`config.mk`:
```
export PLATFORM = sky130hd
export DESIGN_NAME = hold_pwm_gen
export DESIGN_NICKNAME = d
export VERILOG_FILES = /design/src/rtl/hpwm_pkg.sv /design/src/rtl/hpwm_prescaler.sv /design/src/rtl/hpwm_phase_ctr.sv /design/src/rtl/hpwm_settings.sv /design/src/rtl/hpwm_duty_cmp.sv /design/src/rtl/hpwm_gate.sv /design/src/rtl/hold_pwm_gen.sv
export SDC_FILE = /design/constraint.sdc
export NUM_CORES = 1
export LEC_CHECK = 0
export ABC_CLOCK_PERIOD_IN_PS = 3900
export BUFFER_PORTS_ARGS = -buffer_cell sky130_fd_sc_hd__buf_4
export CAP_MARGIN = 5
export CELL_PAD_IN_SITES_DETAIL_PLACEMENT = 1
export CELL_PAD_IN_SITES_GLOBAL_PLACEMENT = 2
export CORE_MARGIN = 8
export CORE_UTILIZATION = 39
export CTS_CLUSTER_SIZE = 28
export DETAILED_ROUTE_END_ITERATION = 7
export PLACE_DENSITY = 0.83
export SYNTH_ARGS = -nofsm -noshare
export SYNTH_HDL_FRONTEND = slang
export SYNTH_SLANG_ARGS = --single-unit
```
`constraint.sdc`:
```
create_clock -name clk -period 3.9 [get_ports clk]
set_clock_uncertainty 0.15 [all_clocks]
set_input_delay 0.195 -clock clk [delete_from_list [all_inputs] [get_ports clk]]
set_output_delay 0.195 -clock clk [all_outputs]
set_load 0.01 [all_outputs]
```
`src/rtl/hpwm_pkg.sv`:
```
package hpwm_pkg;

  localparam int DUTY_STEP_PCT = 15;
  localparam int PCT_FULL      = 100;

  typedef logic [1:0] duty_code_t;

  // Number of phase steps for which the PWM is on for a given code.
  function automatic int duty_threshold(input duty_code_t code, input int steps);
    return ((int'(code) + 1) * DUTY_STEP_PCT * steps) / PCT_FULL;
  endfunction

  // Largest on-threshold over all codes.
  function automatic int max_threshold(input int steps);
    return duty_threshold(2'b11, steps);
  endfunction

  // Gated request: masked bridges are ANDed with the PWM state.
  function automatic logic gate_bit(input logic req, input logic sel, input logic on);
    return sel ? (req & on) : req;
  endfunction

endpackage

```
`src/rtl/hpwm_prescaler.sv`:
```
module hpwm_prescaler #(
  parameter int CLK_DIV = 5000
) (
  input  logic clk,
  input  logic rst_n,
  output logic tick
);

  generate
    if (CLK_DIV <= 1) begin : g_nodiv
      logic unused_pins;
      assign unused_pins = clk ^ rst_n;
      assign tick = 1'b1;
    end else begin : g_div
      localparam int CW = $clog2(CLK_DIV);
      localparam logic [CW-1:0] LAST = CW'(CLK_DIV - 1);
      logic [CW-1:0] cnt_q;

      always_ff @(posedge clk or negedge rst_n) begin
        if (!rst_n)            cnt_q <= '0;
        else if (cnt_q == LAST) cnt_q <= '0;
        else                   cnt_q <= cnt_q + 1'b1;
      end

      assign tick = (cnt_q == LAST);
    end
  endgenerate

endmodule

```
`src/rtl/hpwm_phase_ctr.sv`:
```
module hpwm_phase_ctr #(
  parameter int STEPS = 100,
  parameter int PW    = $clog2(STEPS)
) (
  input  logic          clk,
  input  logic          rst_n,
  input  logic          tick,
  output logic [PW-1:0] phase,
  output logic          period_wrap
);

  localparam logic [PW-1:0] LAST = PW'(STEPS - 1);

  assign period_wrap = tick && (phase == LAST);

  always_ff @(posedge clk or negedge rst_n) begin
    if (!rst_n)           phase <= '0;
    else if (period_wrap) phase <= '0;
    else if (tick)        phase <= phase + 1'b1;
  end

endmodule

```
`src/rtl/hpwm_settings.sv`:
```
module hpwm_settings
  import hpwm_pkg::*;
#(
  parameter int NUM_BRIDGES = 6,
  parameter int MASK_W      = 8
) (
  input  logic                   clk,
  input  logic                   rst_n,
  input  logic                   period_wrap,
  input  duty_code_t             duty_code,
  input  logic [MASK_W-1:0]      pwm_mask,
  output duty_code_t             act_code,
  output logic [NUM_BRIDGES-1:0] act_mask
);

  generate
    if (MASK_W > NUM_BRIDGES) begin : g_spare
      logic unused_mask_hi;
      assign unused_mask_hi = ^pwm_mask[MASK_W-1:NUM_BRIDGES];
    end
  endgenerate

  always_ff @(posedge clk or negedge rst_n) begin
    if (!rst_n) begin
      act_code <= '0;
      act_mask <= '0;
    end else if (period_wrap) begin
      act_code <= duty_code;
      act_mask <= pwm_mask[NUM_BRIDGES-1:0];
    end
  end

endmodule

```
`src/rtl/hpwm_duty_cmp.sv`:
```
module hpwm_duty_cmp
  import hpwm_pkg::*;
#(
  parameter int STEPS = 100,
  parameter int PW    = $clog2(STEPS)
) (
  input  logic [PW-1:0] phase,
  input  duty_code_t    act_code,
  output logic          pwm_on
);

  localparam int TW = PW + 1;
  localparam logic [TW-1:0] T0 = TW'(duty_threshold(2'd0, STEPS));
  localparam logic [TW-1:0] T1 = TW'(duty_threshold(2'd1, STEPS));
  localparam logic [TW-1:0] T2 = TW'(duty_threshold(2'd2, STEPS));
  localparam logic [TW-1:0] T3 = TW'(duty_threshold(2'd3, STEPS));

  logic [TW-1:0] thr;

  always_comb begin
    unique case (act_code)
      2'd0:    thr = T0;
      2'd1:    thr = T1;
      2'd2:    thr = T2;
      default: thr = T3;
    endcase
  end

  assign pwm_on = ({1'b0, phase} < thr);

endmodule

```
`src/rtl/hpwm_gate.sv`:
```
module hpwm_gate
  import hpwm_pkg::*;
#(
  parameter int NUM_BRIDGES = 6
) (
  input  logic                   clk,
  input  logic                   rst_n,
  input  logic                   pwm_on,
  input  logic [NUM_BRIDGES-1:0] act_mask,
  input  logic [NUM_BRIDGES-1:0] drive_req,
  output logic [NUM_BRIDGES-1:0] drive_out
);

  logic [NUM_BRIDGES-1:0] gated;

  generate
    for (genvar i = 0; i < NUM_BRIDGES; i++) begin : g_br
      assign gated[i] = gate_bit(drive_req[i], act_mask[i], pwm_on);
    end
  endgenerate

  always_ff @(posedge clk or negedge rst_n) begin
    if (!rst_n) drive_out <= '0;
    else        drive_out <= gated;
  end

endmodule

```
`src/rtl/hold_pwm_gen.sv`:
```
module hold_pwm_gen
  import hpwm_pkg::*;
#(
  parameter int CLK_DIV     = 5000,
  parameter int STEPS       = 100,
  parameter int NUM_BRIDGES = 6,
  parameter int MASK_W      = 8
) (
  input  logic                   clk,
  input  logic                   rst_n,
  input  logic [1:0]             duty_code,
  input  logic [MASK_W-1:0]      pwm_mask,
  input  logic [NUM_BRIDGES-1:0] drive_req,
  output logic [NUM_BRIDGES-1:0] drive_out
);

  localparam int PW = $clog2(STEPS);

  logic                   tick;
  logic [PW-1:0]          phase;
  logic                   period_wrap;
  duty_code_t             act_code;
  logic [NUM_BRIDGES-1:0] act_mask;
  logic                   pwm_on;

  hpwm_prescaler #(.CLK_DIV(CLK_DIV)) u_presc (
    .clk   (clk),
    .rst_n (rst_n),
    .tick  (tick)
  );

  hpwm_phase_ctr #(.STEPS(STEPS), .PW(PW)) u_phase (
    .clk         (clk),
    .rst_n       (rst_n),
    .tick        (tick),
    .phase       (phase),
    .period_wrap (period_wrap)
  );

  hpwm_settings #(.NUM_BRIDGES(NUM_BRIDGES), .MASK_W(MASK_W)) u_set (
    .clk         (clk),
    .rst_n       (rst_n),
    .period_wrap (period_wrap),
    .duty_code   (duty_code),
    .pwm_mask    (pwm_mask),
    .act_code    (act_code),
    .act_mask    (act_mask)
  );

  hpwm_duty_cmp #(.STEPS(STEPS), .PW(PW)) u_cmp (
    .phase    (phase),
    .act_code (act_code),
    .pwm_on   (pwm_on)
  );

  hpwm_gate #(.NUM_BRIDGES(NUM_BRIDGES)) u_gate (
    .clk       (clk),
    .rst_n     (rst_n),
    .pwm_on    (pwm_on),
    .act_mask  (act_mask),
    .drive_req (drive_req),
    .drive_out (drive_out)
  );

endmodule

```
# Yosys cells after proc, flatten, opt, wreduce, memory -nomap -nowiden
# Index checks and enable logic that the tools add are counted.
dict set report word_totals {
  ff_bits 34
  latchBits 0
  ramBits 0
  rom_bits 0
  inputBits 18
  output_inout_bits 6
  word_cells 31
  n_memories 0
}
dict set report classes {
  add_sub_neg 2
  n_mul 0
  div_mod_pow 0
  n_lt_le_gt_ge 1
  n_eq_ne 4
  shifts 0
  n_mux 10
  bitwise 6
  n_reduce_logical 3
}
# operator count
set op_table {}
lappend op_table {{$pmux 6 s3} 1}
lappend op_table {{$mux 7} 2}
lappend op_table {{$add 13x1->13 const B} 1}
lappend op_table {{$eq 13x13->1 const B} 1}
lappend op_table {{$mux 13} 1}
lappend op_table {{$add 7x1->7 const B} 1}
lappend op_table {{$eq 7x7->1 const B} 1}
lappend op_table {{$lt 7x6->1} 1}
lappend op_table {{$and 1x1->1} 6}
lappend op_table {{$mux 1} 6}
lappend op_table {{$eq 2x1->1 const B} 1}
lappend op_table {{$eq 2x2->1 const B} 1}
lappend op_table {{$logic_not 2->1} 1}
lappend op_table {{$reduce_bool 2->1} 1}
lappend op_table {{$logic_and 1x1->1} 1}

# Depth between registers and ports, before layout
# Gate-level depths: netlist of run 1.
dict set report depth {
  depth_word 5
  mapped_depth 7
  mapped_depth_nobuf 5
}

# By module
# A second synthesis of run 1 with hierarchy kept.
dict set report unflattened {
  cells_unflattened 129
  area_unflattened_um2 1614.0
}
# module n_inst cells_each area_each_um2 seq_area_each_um2
set modules_own_cells {}
lappend modules_own_cells {hpwm_prescaler 1 54 608.1 325.3}
lappend modules_own_cells {hpwm_phase_ctr 1 34 369.1 175.2}
lappend modules_own_cells {hpwm_settings 1 17 331.6 200.2}
lappend modules_own_cells {hpwm_gate 1 13 221.5 150.1}
lappend modules_own_cells {hpwm_duty_cmp 1 11 83.8 0.0}

# Worst setup path before layout of run 1
# No wires, ideal clock.
dict set report synth_timing {
  path_kind {reg-to-reg}
  startpoint {register u_presc.g_div.cnt_q[0]}
  endpoint {register u_set.act_code[0]}
  setup_time_ps 125
  arrival_ps 1487
  required_ps 3625
  slack_ps 2138
  stages_incl_launch_ff 7
  n_path_buf 1
  period_less_slack_ps 1762
  path_cell_list {dfrtp_1 -> ha_1 -> and2_1 -> clkbuf_2 -> nand4_2 -> nor2_4 -> mux2_2}
}
dict set report synth_between {
  elab_chain_len 2
}
# element line
set synth_rtl {}
lappend synth_rtl {{start: declaration} hpwm_prescaler.sv:17} ;# logic [CW-1:0] cnt_q;
lappend synth_rtl {{start signal: assignment} hpwm_prescaler.sv:22} ;# else cnt_q <= cnt_q + 1'b1;
lappend synth_rtl {{$eq 13x13->1} hpwm_prescaler.sv:25} ;# assign tick = (cnt_q == LAST);
lappend synth_rtl {{$logic_and 1x1->1} hpwm_phase_ctr.sv:14} ;# assign period_wrap = tick && (phase == LAST);
lappend synth_rtl {{end signal: assignment} hpwm_settings.sv:28} ;# act_code <= duty_code;
lappend synth_rtl {{end: declaration} hpwm_settings.sv:12} ;# output duty_code_t act_code,
# Every way passes these cells.
# A chain may end at the register's enable or synchronous reset.

# Final worst setup path of run 1
dict set report layout_timing {
  startpoint {register u_presc.g_div.cnt_q[0]}
  endpoint {register u_set.act_code[1]}
}
# Same word-level chain as after synthesis.

==> impl_metrics.yaml, run 1 <==
placed_design:
  placed_cells: 193
  port_buffers: 21
  post-dp-hpwl_um: 2345
  gp_congestion: 0.6839
  place_ws_ps: 1678
layout:
  area_growth_pct: 29.27
  register_area_um2: 850.8
  multiInputGateArea_um2: 628.1
  final_common_cell: "dfrtp_1"
  fin_cells: 213
  num_antenna_cells: 0
  num-fill-cells: 408
  drive_gt1_share_pct: 25.45
  mostFrequentLayoutCells: "dfrtp_1, buf_4, dlygate4sd3_1, nand3_1"
  fin_nets: 187
route:
  wire_per_inst_um: 16.31
  firstDrtPassIters: 2
  wl_met2_um: 1689
  viasPerCell: 5.192
  via_count: 1106
  routed_wl_um: 3474
  m1WireLength_um: 1538
  top_layer: "met4"
  drcViolationCount: 0
  met3_length_um: 160
  drt_iter0_markers: 24
  drtAntennaViolNets: 0
clock_tree:
  clk_pin_slew_ps: 80
  cts_max_level: 2
  clock_sinks: 34
  cts_buffer_depth: 2
  clk_latency_ps: 290
  numCtsBuffers: 5
  cts_setup_buffers: 0
  tritoncts: "yes"
  cts_root_buffer: "clkbuf_8"
power_and_ir_drop:
  power_frac_comb_pct: 4.7
  switching_share_pct: 18.26
  power_switching_mw: 0.1453
  p_per_area_nw_per_um2: 402.4
  finalPower_mw: 0.7960
  seq_power_share_pct: 44.8
  p_int_mw: 0.6507
  p_clk_share_pct: 50.6
  peakVddDrop_uv: 213.3
  leakagePower_nw: 0.8975
sta:
  worst_pin_slew_ps: 640.3
  setup_violations: 0
  rsz0062_at_grt: "false"
  setup_tns_ps: 0
  period_share_pct: 56.36
  hold_ws_ps: 11.10
  relSlewSlack_pct: 56.95
  fmax_mhz: 455.0
  slew_viol_final: 0
  fin_crit_ps: 2198
  setup_slack_ps: 1702
  timing.final.hold_violations: 0
global_routing:
  grt_pass1_vias: 1227
  grt_max_degree: 35
  grt.total_usage_pct: 12.27
  antenna_found_initial: 0
  grt_pass1_wl_um: 6009
  overflow: 0
synth:
  synthCells: 130
  synth_area_per_cell_um2: 11.77
  synthFlopType: "dfrtp_1"
  synth_warnings: 0
  ys_seq_area_share_pct: 55.60
  async_flop_share_pct: 100.0
  synthDistinctLibCells: 33
  ys_seq_elements: 34
  synth-edff-count: 0
  syn-num-nets: 153
  syn_area_um2: 1530
worst_setup_path:
  cp_max_fo: 11
  arrival_ps: 2220
  cp-startpoint: "u_presc.g_div.cnt_q[0]$_DFF_PN0_"
  critPathSlowestCell: "dfrtp_1"
  crit_path_end_kind: "register"
  max_stage_delay_ps: 380
  path_class: "register to register"
  cp_num_buf_inv: 0
  crit_family: "simple AND/OR/NAND/NOR gates"
  crit_chain: "ha_1, and2_1, nand4_2, nor2_4, mux2_2"
  worstSetupStartpointType: "register"
  critical_path_required_ps: 3920
  r2r_start: "u_presc.g_div.cnt_q[0]$_DFF_PN0_"
die:
  die_x_um: 78.64
  dieHeight_um: 78.64
  dieArea_um2: 6184
  ios: 24
  initial_core_util_pct: 41.18
  rows: 22
  fp.coreArea_um2: 3716
worst_hold_path:
  min_from: "drive_req[4]"
  hp-class: "input pin to register"
outcome:
  status: "finished clean"
flow_run:
  cap_violations: 0
power by group through the flow:
stage                     Sequential (mW)  Clock, mW  Combinational [mW]
after floorplan                     0.365          0             0.00203
after global placement              0.363          0              0.0266
after detailed placement            0.363          0              0.0277
after CTS                           0.356      0.416              0.0368
after global routing                0.357      0.428              0.0409
final                               0.356      0.402              0.0372
Yosys cell counts, types with 2 or more instances:
library cell | number | area [um2]
xnor2_1 | 8 | 70.07
inv_1 | 5 | 18.77
and3_1 | 2 | 12.51
nand3_1 | 9 | 45.04
nand4_1 | 6 | 37.54
dfrtp_1 | 34 | 850.8
o21ai_0 | 4 | 20.02
or3_1 | 2 | 12.51
o31ai_1 | 2 | 15.01
nand2_1 | 8 | 30.03
a21oi_1 | 2 | 10.01
mux2_2 | 8 | 90.09
xor2_1 | 3 | 26.28
nor2_1 | 5 | 18.77
o21ai_1 | 2 | 10.01
a21boi_0 | 6 | 45.04
and2_1 | 2 | 12.51
clkbuf_1 | 3 | 11.26
ha_1 | 5 | 62.56
worst paths after layout:
kind / cells past startpoint / end / slack (ps)
worst max-delay path: 5 / u_set.act_code[1]$_DFFE_PN0P_ / 1700
worst min register to register: 1 / u_gate.drive_out[4]$_DFF_PN0_ / 300
max in group asynchronous: 2 / u_phase.phase[2]$_DFFE_PN0P_ / 3040
worst min-delay path: 2 / u_gate.drive_out[4]$_DFF_PN0_ / 10
worst max register to register: 5 / u_set.act_code[1]$_DFFE_PN0P_ / 1700
min in group asynchronous: 2 / u_gate.drive_out[5]$_DFF_PN0_ / 250
metrics by stage:
step	area, um2	util, %
2_1_floorplan	1530	-
3_3_place_gp	1715	46.16
3_5_place_dp	1715	46.16
4_1_cts	1968	52.96
5_1_grt	1978	53.23
6_report	1978	53.23
layer usage:
layer	up-vias	track usage, %
met3	7	4.784
met1	558	14.72
li1	522	-
met5	-	0
met2	19	18.72
met4	0	6.111
worst register-to-register path, cell delays in order (launching register included):
cell	delay [ps]
dfrtp_1	380
ha_1	190
and2_1	300
nand4_2	350
nor2_4	360
mux2_2	370
registers in the layout (all words and copies together), names as in the netlist:
register,flops
u_set.act_mask,6
u_gate.drive_out,6
u_set.act_code,2
u_presc.g_div.cnt_q,13
u_phase.phase,7
area by class of cell:
cell class | count | share of cell area (%)
clock buffers | 6 | 4.175
clock inverters | 2 | 3.036
inverters | 5 | 0.9488
multi-input cells | 85 | 31.75
flip-flops and latches | 34 | 43.01
well taps | 48 | 3.036
repair buffers | 33 | 14.04
cells by family (layout without fill, tap and decap cells):
group                    Yosys count  in the layout  synth area share [%]
XOR/XNOR                          11             11                 6.296
buffers and inverters             11             46                 3.352
flip-flops                        34             34                 55.60
adder cells (fa/ha/maj)            5              5                 4.088
multiplexers                       8              8                 5.887
AO/OA/AOI/OAI                     19             19                 8.013
AND/OR/NAND/NOR                   42             42                 16.76
timing repair:
action                                 4_1_cts  5_1_grt
resized for setup                            0        0
endpoints found under the hold margin       44        1
hold buffers                                11        1
(Power assumes the default switching activity.)
==> inputs of run 2 (changes only) <==
ABC_CLOCK_PERIOD_IN_PS = 1900   (was 3900)
CORE_UTILIZATION = 33   (was 39)
PLACE_DENSITY = 0.75   (was 0.83)
clock period = 1.9 ns   (was 3.9 ns; I/O delays follow)
==> run 2 against run 1 <==
  * Non-clock buffer count up 19
  * Clock-buffer cell count up 1
  * Worst setup slack worse by 1600 ps
  * Flip-flop and latch count unchanged
  * Power up 64%
  * Hold slack better by 150 ps
  * Sequential power up 110%
  * Via count up 4.4%
  * Global-route usage down 1.1 points
==> impl_metrics.yaml, run 2 (same netlist as run 1, synthesis figures left out) <==
worst_setup_path:
  endpoint: "u_set.act_mask[0]$_DFFE_PN0P_"
  cp_max_fo: 8
  r2r_slack_ps: 90
  crit_family: "simple AND/OR/NAND/NOR gates"
  critical_path_required_ps: 1910
  cp_num_buf_inv: 0
  r2r_start: "u_phase.phase[3]$_DFFE_PN0P_"
  max_stage_delay_ps: 410
  crit_chain: "nor4b_2, nand3_1, nor2_4, mux2_2"
  worst-path-stages: 4
  arrival_ps: 1820
  reg2reg_depth: 4
  cp-startpoint: "u_phase.phase[3]$_DFFE_PN0P_"
  reg2reg_to: "u_set.act_mask[0]$_DFFE_PN0P_"
  crit_path_end_kind: "register"
  worstSetupStartpointType: "register"
  path_class: "register to register"
  critPathSlowestCell: "dfrtp_1"
placed_design:
  port_buffers: 21
  post-dp-hpwl_um: 2565
  placed_cells: 212
  gp_congestion: 0.7769
  place_ws_ps: -60.76
sta:
  setup_slack_ps: 94.00
  hold_ws_ps: 159.3
  worst_pin_slew_ps: 437.6
  slew_viol_final: 0
  period_share_pct: 95.05
  setup_violations: 0
  relSlewSlack_pct: 70.83
  fin_crit_ps: 1806
  timing.final.hold_violations: 0
  setup_tns_ps: 0
  fmax_mhz: 553.7
clock_tree:
  cts_root_buffer: "clkbuf_8"
  cts_buffer_depth: 2
  cts_max_level: 2
  clk_pin_slew_ps: 70
  clk_latency_ps: 280
  tritoncts: "yes"
  numCtsBuffers: 5
  clock_sinks: 34
power_and_ir_drop:
  p_per_area_nw_per_um2: 622.3
  seq_power_share_pct: 56.1
  p_clk_share_pct: 37.7
  p_int_mw: 1.033
  leakagePower_nw: 0.9643
  finalPower_mw: 1.306
  switching_share_pct: 20.93
  power_switching_mw: 0.2733
  peakVddDrop_uv: 246.4
  power_frac_comb_pct: 6.3
die:
  ios: 24
  dieArea_um2: 7072
  dieHeight_um: 84.10
  die_x_um: 84.10
  rows: 24
  initial_core_util_pct: 34.67
  fp.coreArea_um2: 4414
worst_hold_path:
  hp-class: "input pin to asynchronous set/reset pin"
route:
  wire_per_inst_um: 15.97
  drtAntennaViolNets: 0
  routed_wl_um: 3754
  drt_iter0_markers: 13
  drcViolationCount: 0
  via_count: 1155
  firstDrtPassIters: 4
  viasPerCell: 4.915
layout:
  reg_top3: "u_presc.g_div.cnt_q x13, u_phase.phase x7"
  fin_nets: 206
  drive_gt1_share_pct: 32.24
  area_growth_pct: 37.12
  largest_reg_flops: 13
  num-fill-cells: 477
  multiInputGateArea_um2: 659.4
  mostFrequentLayoutCells: "buf_4, dfrtp_1, dlygate4sd3_1, nand3_1"
  num_antenna_cells: 0
  top_register: "u_presc.g_div.cnt_q"
  final_common_cell: "buf_4"
  register_area_um2: 850.8
  fin_cells: 235
global_routing:
  met1_usage_pct: 12.59
  grt_pass1_vias: 1326
  overflow: 0
  grt_pass1_wl_um: 6389
  grt.total_usage_pct: 11.17
  antenna_found_initial: 0
  use_met2_pct: 18.38
  grt_busiest_layer: "met2"
  grtUsageMet3_pct: 4.395
  grt_max_degree: 35
flow_run:
  cap_violations: 0
outcome:
  status: "finished clean"
-- run 2: cell types whose count changed in the layout (fill, tap and decap cells not counted), moves of 2 or more --
| cell | delta |
|---|---|
| dlygate4sd3_1 | +3 |
| bufinv_16 | -2 |
| clkbuf_1 | +2 |
| buf_4 | +16 |
-- run 2: power by group through the flow --
stage          Combinational [mW]  Clock (mW)  Sequential, mW
3_5_place_dp               0.0573           0           0.746
2_1_floorplan             0.00416           0           0.749
6_report                   0.0818       0.492           0.732
3_3_place_gp               0.0551           0           0.745
4_1_cts                    0.0828       0.515           0.732
5_1_grt                    0.0903       0.544           0.732
-- run 2: per-stage QoR --
stage	utilization, %	instance area (um2)
floorplan	-	1530
CTS	46.77	2064
finish	47.53	2098
global placement	41.52	1833
detailed placement	41.52	1833
global route	47.53	2098
-- run 2: cell type report --
type | count | share of cell area, %
well taps | 52 | 3.101
inverters | 5 | 0.8945
clock buffers | 7 | 3.637
flip-flops and latches | 34 | 40.55
repair buffers | 52 | 20.39
multi-input cells | 85 | 31.43
-- run 2: repair_timing --
| item | in CTS | in global routing |
|---|---|---|
| endpoints found under the hold margin | 48 | 0 |
| buffers inserted | 0 | 1 |
| resized for setup | 1 | 5 |
| pin swaps | 0 | 2 |
| hold buffers | 15 | 0 |
| setup endpoints to repair | 6 | 14 |
-- run 2: routing by layer --
layer	wire, um	up-vias
li1	-	559
met1	1557	569
met2	1969	25
met3	203	2
met4	23	0
met5	0	-
-- run 2: worst min-delay path by stage --
stage,to,startpoint,cells after the start
final,u_phase.phase[1]$_DFFE_PN0P_,rst_n,2
after global routing,u_set.act_mask[1]$_DFFE_PN0P_,rst_n,2
after CTS,u_set.act_mask[1]$_DFFE_PN0P_,rst_n,2
after detailed placement,u_set.act_mask[1]$_DFFE_PN0P_,rst_n,1
after global placement,u_set.act_code[1]$_DFFE_PN0P_,rst_n,1
after floorplan,u_gate.drive_out[0]$_DFF_PN0_,rst_n,0
==> inputs of run 3 (changes only) <==
ABC_AREA = 1   (was default)
BUFFER_PORTS_ARGS = -buffer_cell sky130_fd_sc_hd__buf_2   (was -buffer_cell sky130_fd_sc_hd__buf_4)
CORE_UTILIZATION = 30   (was 33)
==> run 3 against run 2 <==
  * Critical path depth is 4 higher
  * First-iteration DRC count grew to 3.8 times the previous value
  * Critical path type unchanged
  * Largest cell class unchanged
  * Wire length is 19% higher
  * Clock-buffer cell count is 1 lower
  * Via count is 34% higher
  * Clock power is 14% higher
  * Final area is 6.6% higher
==> impl_metrics.yaml, run 3 <==
worst_setup_path:
  r2r_start: "u_presc.g_div.cnt_q[6]$_DFF_PN0_"
  r2r_slack_ps: 210
  reg2reg_depth: 8
  cp_max_fo: 9
  crit_path_end_kind: "register"
  reg2reg_to: "u_set.act_mask[0]$_DFFE_PN0P_"
  arrival_ps: 1760
  critical_path_required_ps: 1970
  path_class: "register to register"
  worstSetupStartpointType: "register"
die:
  dieHeight_um: 92.90
  die_x_um: 92.90
  rows: 28
  fp.coreArea_um2: 5816
  dieArea_um2: 8630
  ios: 24
  initial_core_util_pct: 30.51
placed_design:
  port_buffers: 21
  post-dp-hpwl_um: 3236
  place_ws_ps: 217.3
  gp_congestion: 0.7922
  placed_cells: 318
layout:
  top_register: "u_presc.g_div.cnt_q"
  drive_gt1_share_pct: 15.41
  mostFrequentLayoutCells: "nand2_1, dfrtp_1, inv_1, nand3_1, buf_2"
  num_antenna_cells: 0
  largest_reg_flops: 13
  register_area_um2: 850.8
  post-route-util_pct: 38.45
  num-fill-cells: 744
  fin_nets: 288
  fin_cells: 341
  area_growth_pct: 26.02
  reg_top3: "u_presc.g_div.cnt_q x13, u_phase.phase x7"
  multiInputGateArea_um2: 787.0
  final_common_cell: "nand2_1"
synth:
  ys_seq_elements: 34
  yosysTopAreaCell: "dfrtp_1"
  synth_top_area_share_pct: 47.95
  yosys-top-cells-count: "nand2_1, dfrtp_1, inv_1"
  ys_seq_area_share_pct: 47.95
  synth_warnings: 0
  synth_area_per_cell_um2: 8.065
  synthFlopType: "dfrtp_1"
  yosys-top-cells-area: "dfrtp_1, nand2_1, nand3_1"
  syn-num-nets: 243
  async_flop_share_pct: 100.0
  synth-edff-count: 0
  synthDistinctLibCells: 24
  synthCells: 220
  synth.most_common_cell: "nand2_1"
  syn_area_um2: 1774
global_routing:
  grt_pass1_vias: 1708
  grt.total_usage_pct: 11.86
  grt_max_degree: 35
  overflow: 0
  antenna_found_initial: 0
  grt_pass1_wl_um: 8128
clock_tree:
  clock_sinks: 34
  cts_buffer_depth: 2
  tritoncts: "yes"
  numCtsBuffers: 5
  cts_setup_buffers: 0
  clk_pin_slew_ps: 70
  cts_root_buffer: "clkbuf_8"
  cts_max_level: 2
  cts_resized: 0
  clk_latency_ps: 280
power_and_ir_drop:
  leakagePower_nw: 1.096
  peakVddDrop_uv: 280.7
  p_per_area_nw_per_um2: 608.8
sta:
  setup_tns_ps: 0
  period_share_pct: 88.96
  rsz0062_at_grt: "false"
  fmax_mhz: 591.6
  slew_viol_final: 0
  timing.final.hold_violations: 0
  fin_crit_ps: 1690
  relSlewSlack_pct: 70.47
  hold_ws_ps: 222.7
  setup_violations: 0
  setup_slack_ps: 209.8
  worst_pin_slew_ps: 442.9
worst_hold_path:
  hp-class: "input pin to asynchronous set/reset pin"
route:
  firstDrtPassIters: 4
  viasPerCell: 4.534
  drt_iter0_markers: 50
  routed_wl_um: 4466
  drcViolationCount: 0
  drtAntennaViolNets: 0
  via_count: 1546
  wire_per_inst_um: 13.10
outcome:
  status: "finished clean"
flow_run:
  cap_violations: 0
==> run 3: cell types whose count changed after synthesis, moves of 3 or more <==
cell | before | now
inv_1 | 5 | 28
mux2_2 | 8 | 0
nand2_1 | 8 | 68
nand3_1 | 9 | 27
nand4_1 | 6 | 2
nor2_1 | 5 | 19
nor3_1 | 1 | 4
xnor2_1 | 8 | 1
xor2_1 | 3 | 9
==> run 3: metrics by stage <==
stage	instance area (um2)	power, mW
floorplan	1774	0.7534
global placement	1991	0.7923
detailed placement	1991	0.7944
CTS	2236	1.387
global route	2236	1.423
finish	2236	1.361
==> run 3: kinds of logic (layout without fill, tap and decap cells) <==
logic type | Yosys count | count (layout) | share of synthesized area, %
XOR/XNOR | 10 | 10 | 4.937
buffers and inverters | 33 | 79 | 7.686
AND/OR/NAND/NOR | 126 | 126 | 31.38
adder cells (fa/ha/maj) | 5 | 5 | 3.526
flip-flops | 34 | 34 | 47.96
AO/OA/AOI/OAI | 12 | 12 | 4.513
==> run 3: where the power goes <==
part           total [mW]  internal (mW)  switching, mW
sequential          0.732          0.730        0.00194
combinational      0.0697         0.0394         0.0304
clock               0.560          0.291          0.268
==> run 3: worst max-delay path, cell delays in order, from the launching register on <==
cell	delay [ps]
dfrtp_1	420
inv_1	140
nand2_1	60
nor2_1	120
nand2_1	70
nor2_2	280
buf_4	230
nand3_1	80
nand2_1	70
==> run 3: area by class of cell <==
cell class | count | share of cell area, %
flip-flops and latches | 34 | 38.05
well taps | 75 | 4.197
clock inverters | 2 | 0.5596
repair buffers | 42 | 13.43
multi-input cells | 153 | 35.20
inverters | 29 | 4.868
clock buffers | 6 | 3.693
==> run 3: worst max path at each step <==
stage,depth (start not counted),slack (ps),from,end
4_1_cts,8,200,u_presc.g_div.cnt_q[6]$_DFF_PN0_,u_set.act_mask[2]$_DFFE_PN0P_
2_1_floorplan,8,450,u_presc.g_div.cnt_q[0]$_DFF_PN0_,u_presc.g_div.cnt_q[0]$_DFF_PN0_
6_report,8,210,u_presc.g_div.cnt_q[6]$_DFF_PN0_,u_set.act_mask[0]$_DFFE_PN0P_
5_1_grt,8,10,u_presc.g_div.cnt_q[6]$_DFF_PN0_,u_set.act_mask[4]$_DFFE_PN0P_
3_3_place_gp,8,240,u_presc.g_div.cnt_q[6]$_DFF_PN0_,u_set.act_mask[3]$_DFFE_PN0P_
3_5_place_dp,8,220,u_presc.g_div.cnt_q[6]$_DFF_PN0_,u_set.act_code[0]$_DFFE_PN0P_
==> run 3: routing by layer <==
layer | share of wire, % | track usage, % | wire [um] | up-vias
li1 | - | - | - | 774
met1 | 45 | 13.71 | 2025 | 745
met2 | 50 | 20.65 | 2245 | 19
met3 | 2.4 | 2.346 | 105 | 8
met4 | 2.0 | 5.235 | 90 | 0
met5 | 0 | 0 | 0 | -
==> run 3: repair_timing <==
item,4_1_cts,5_1_grt
hold buffers,15,0
endpoints found under the setup margin,0,0
hold endpoints to repair,48,0
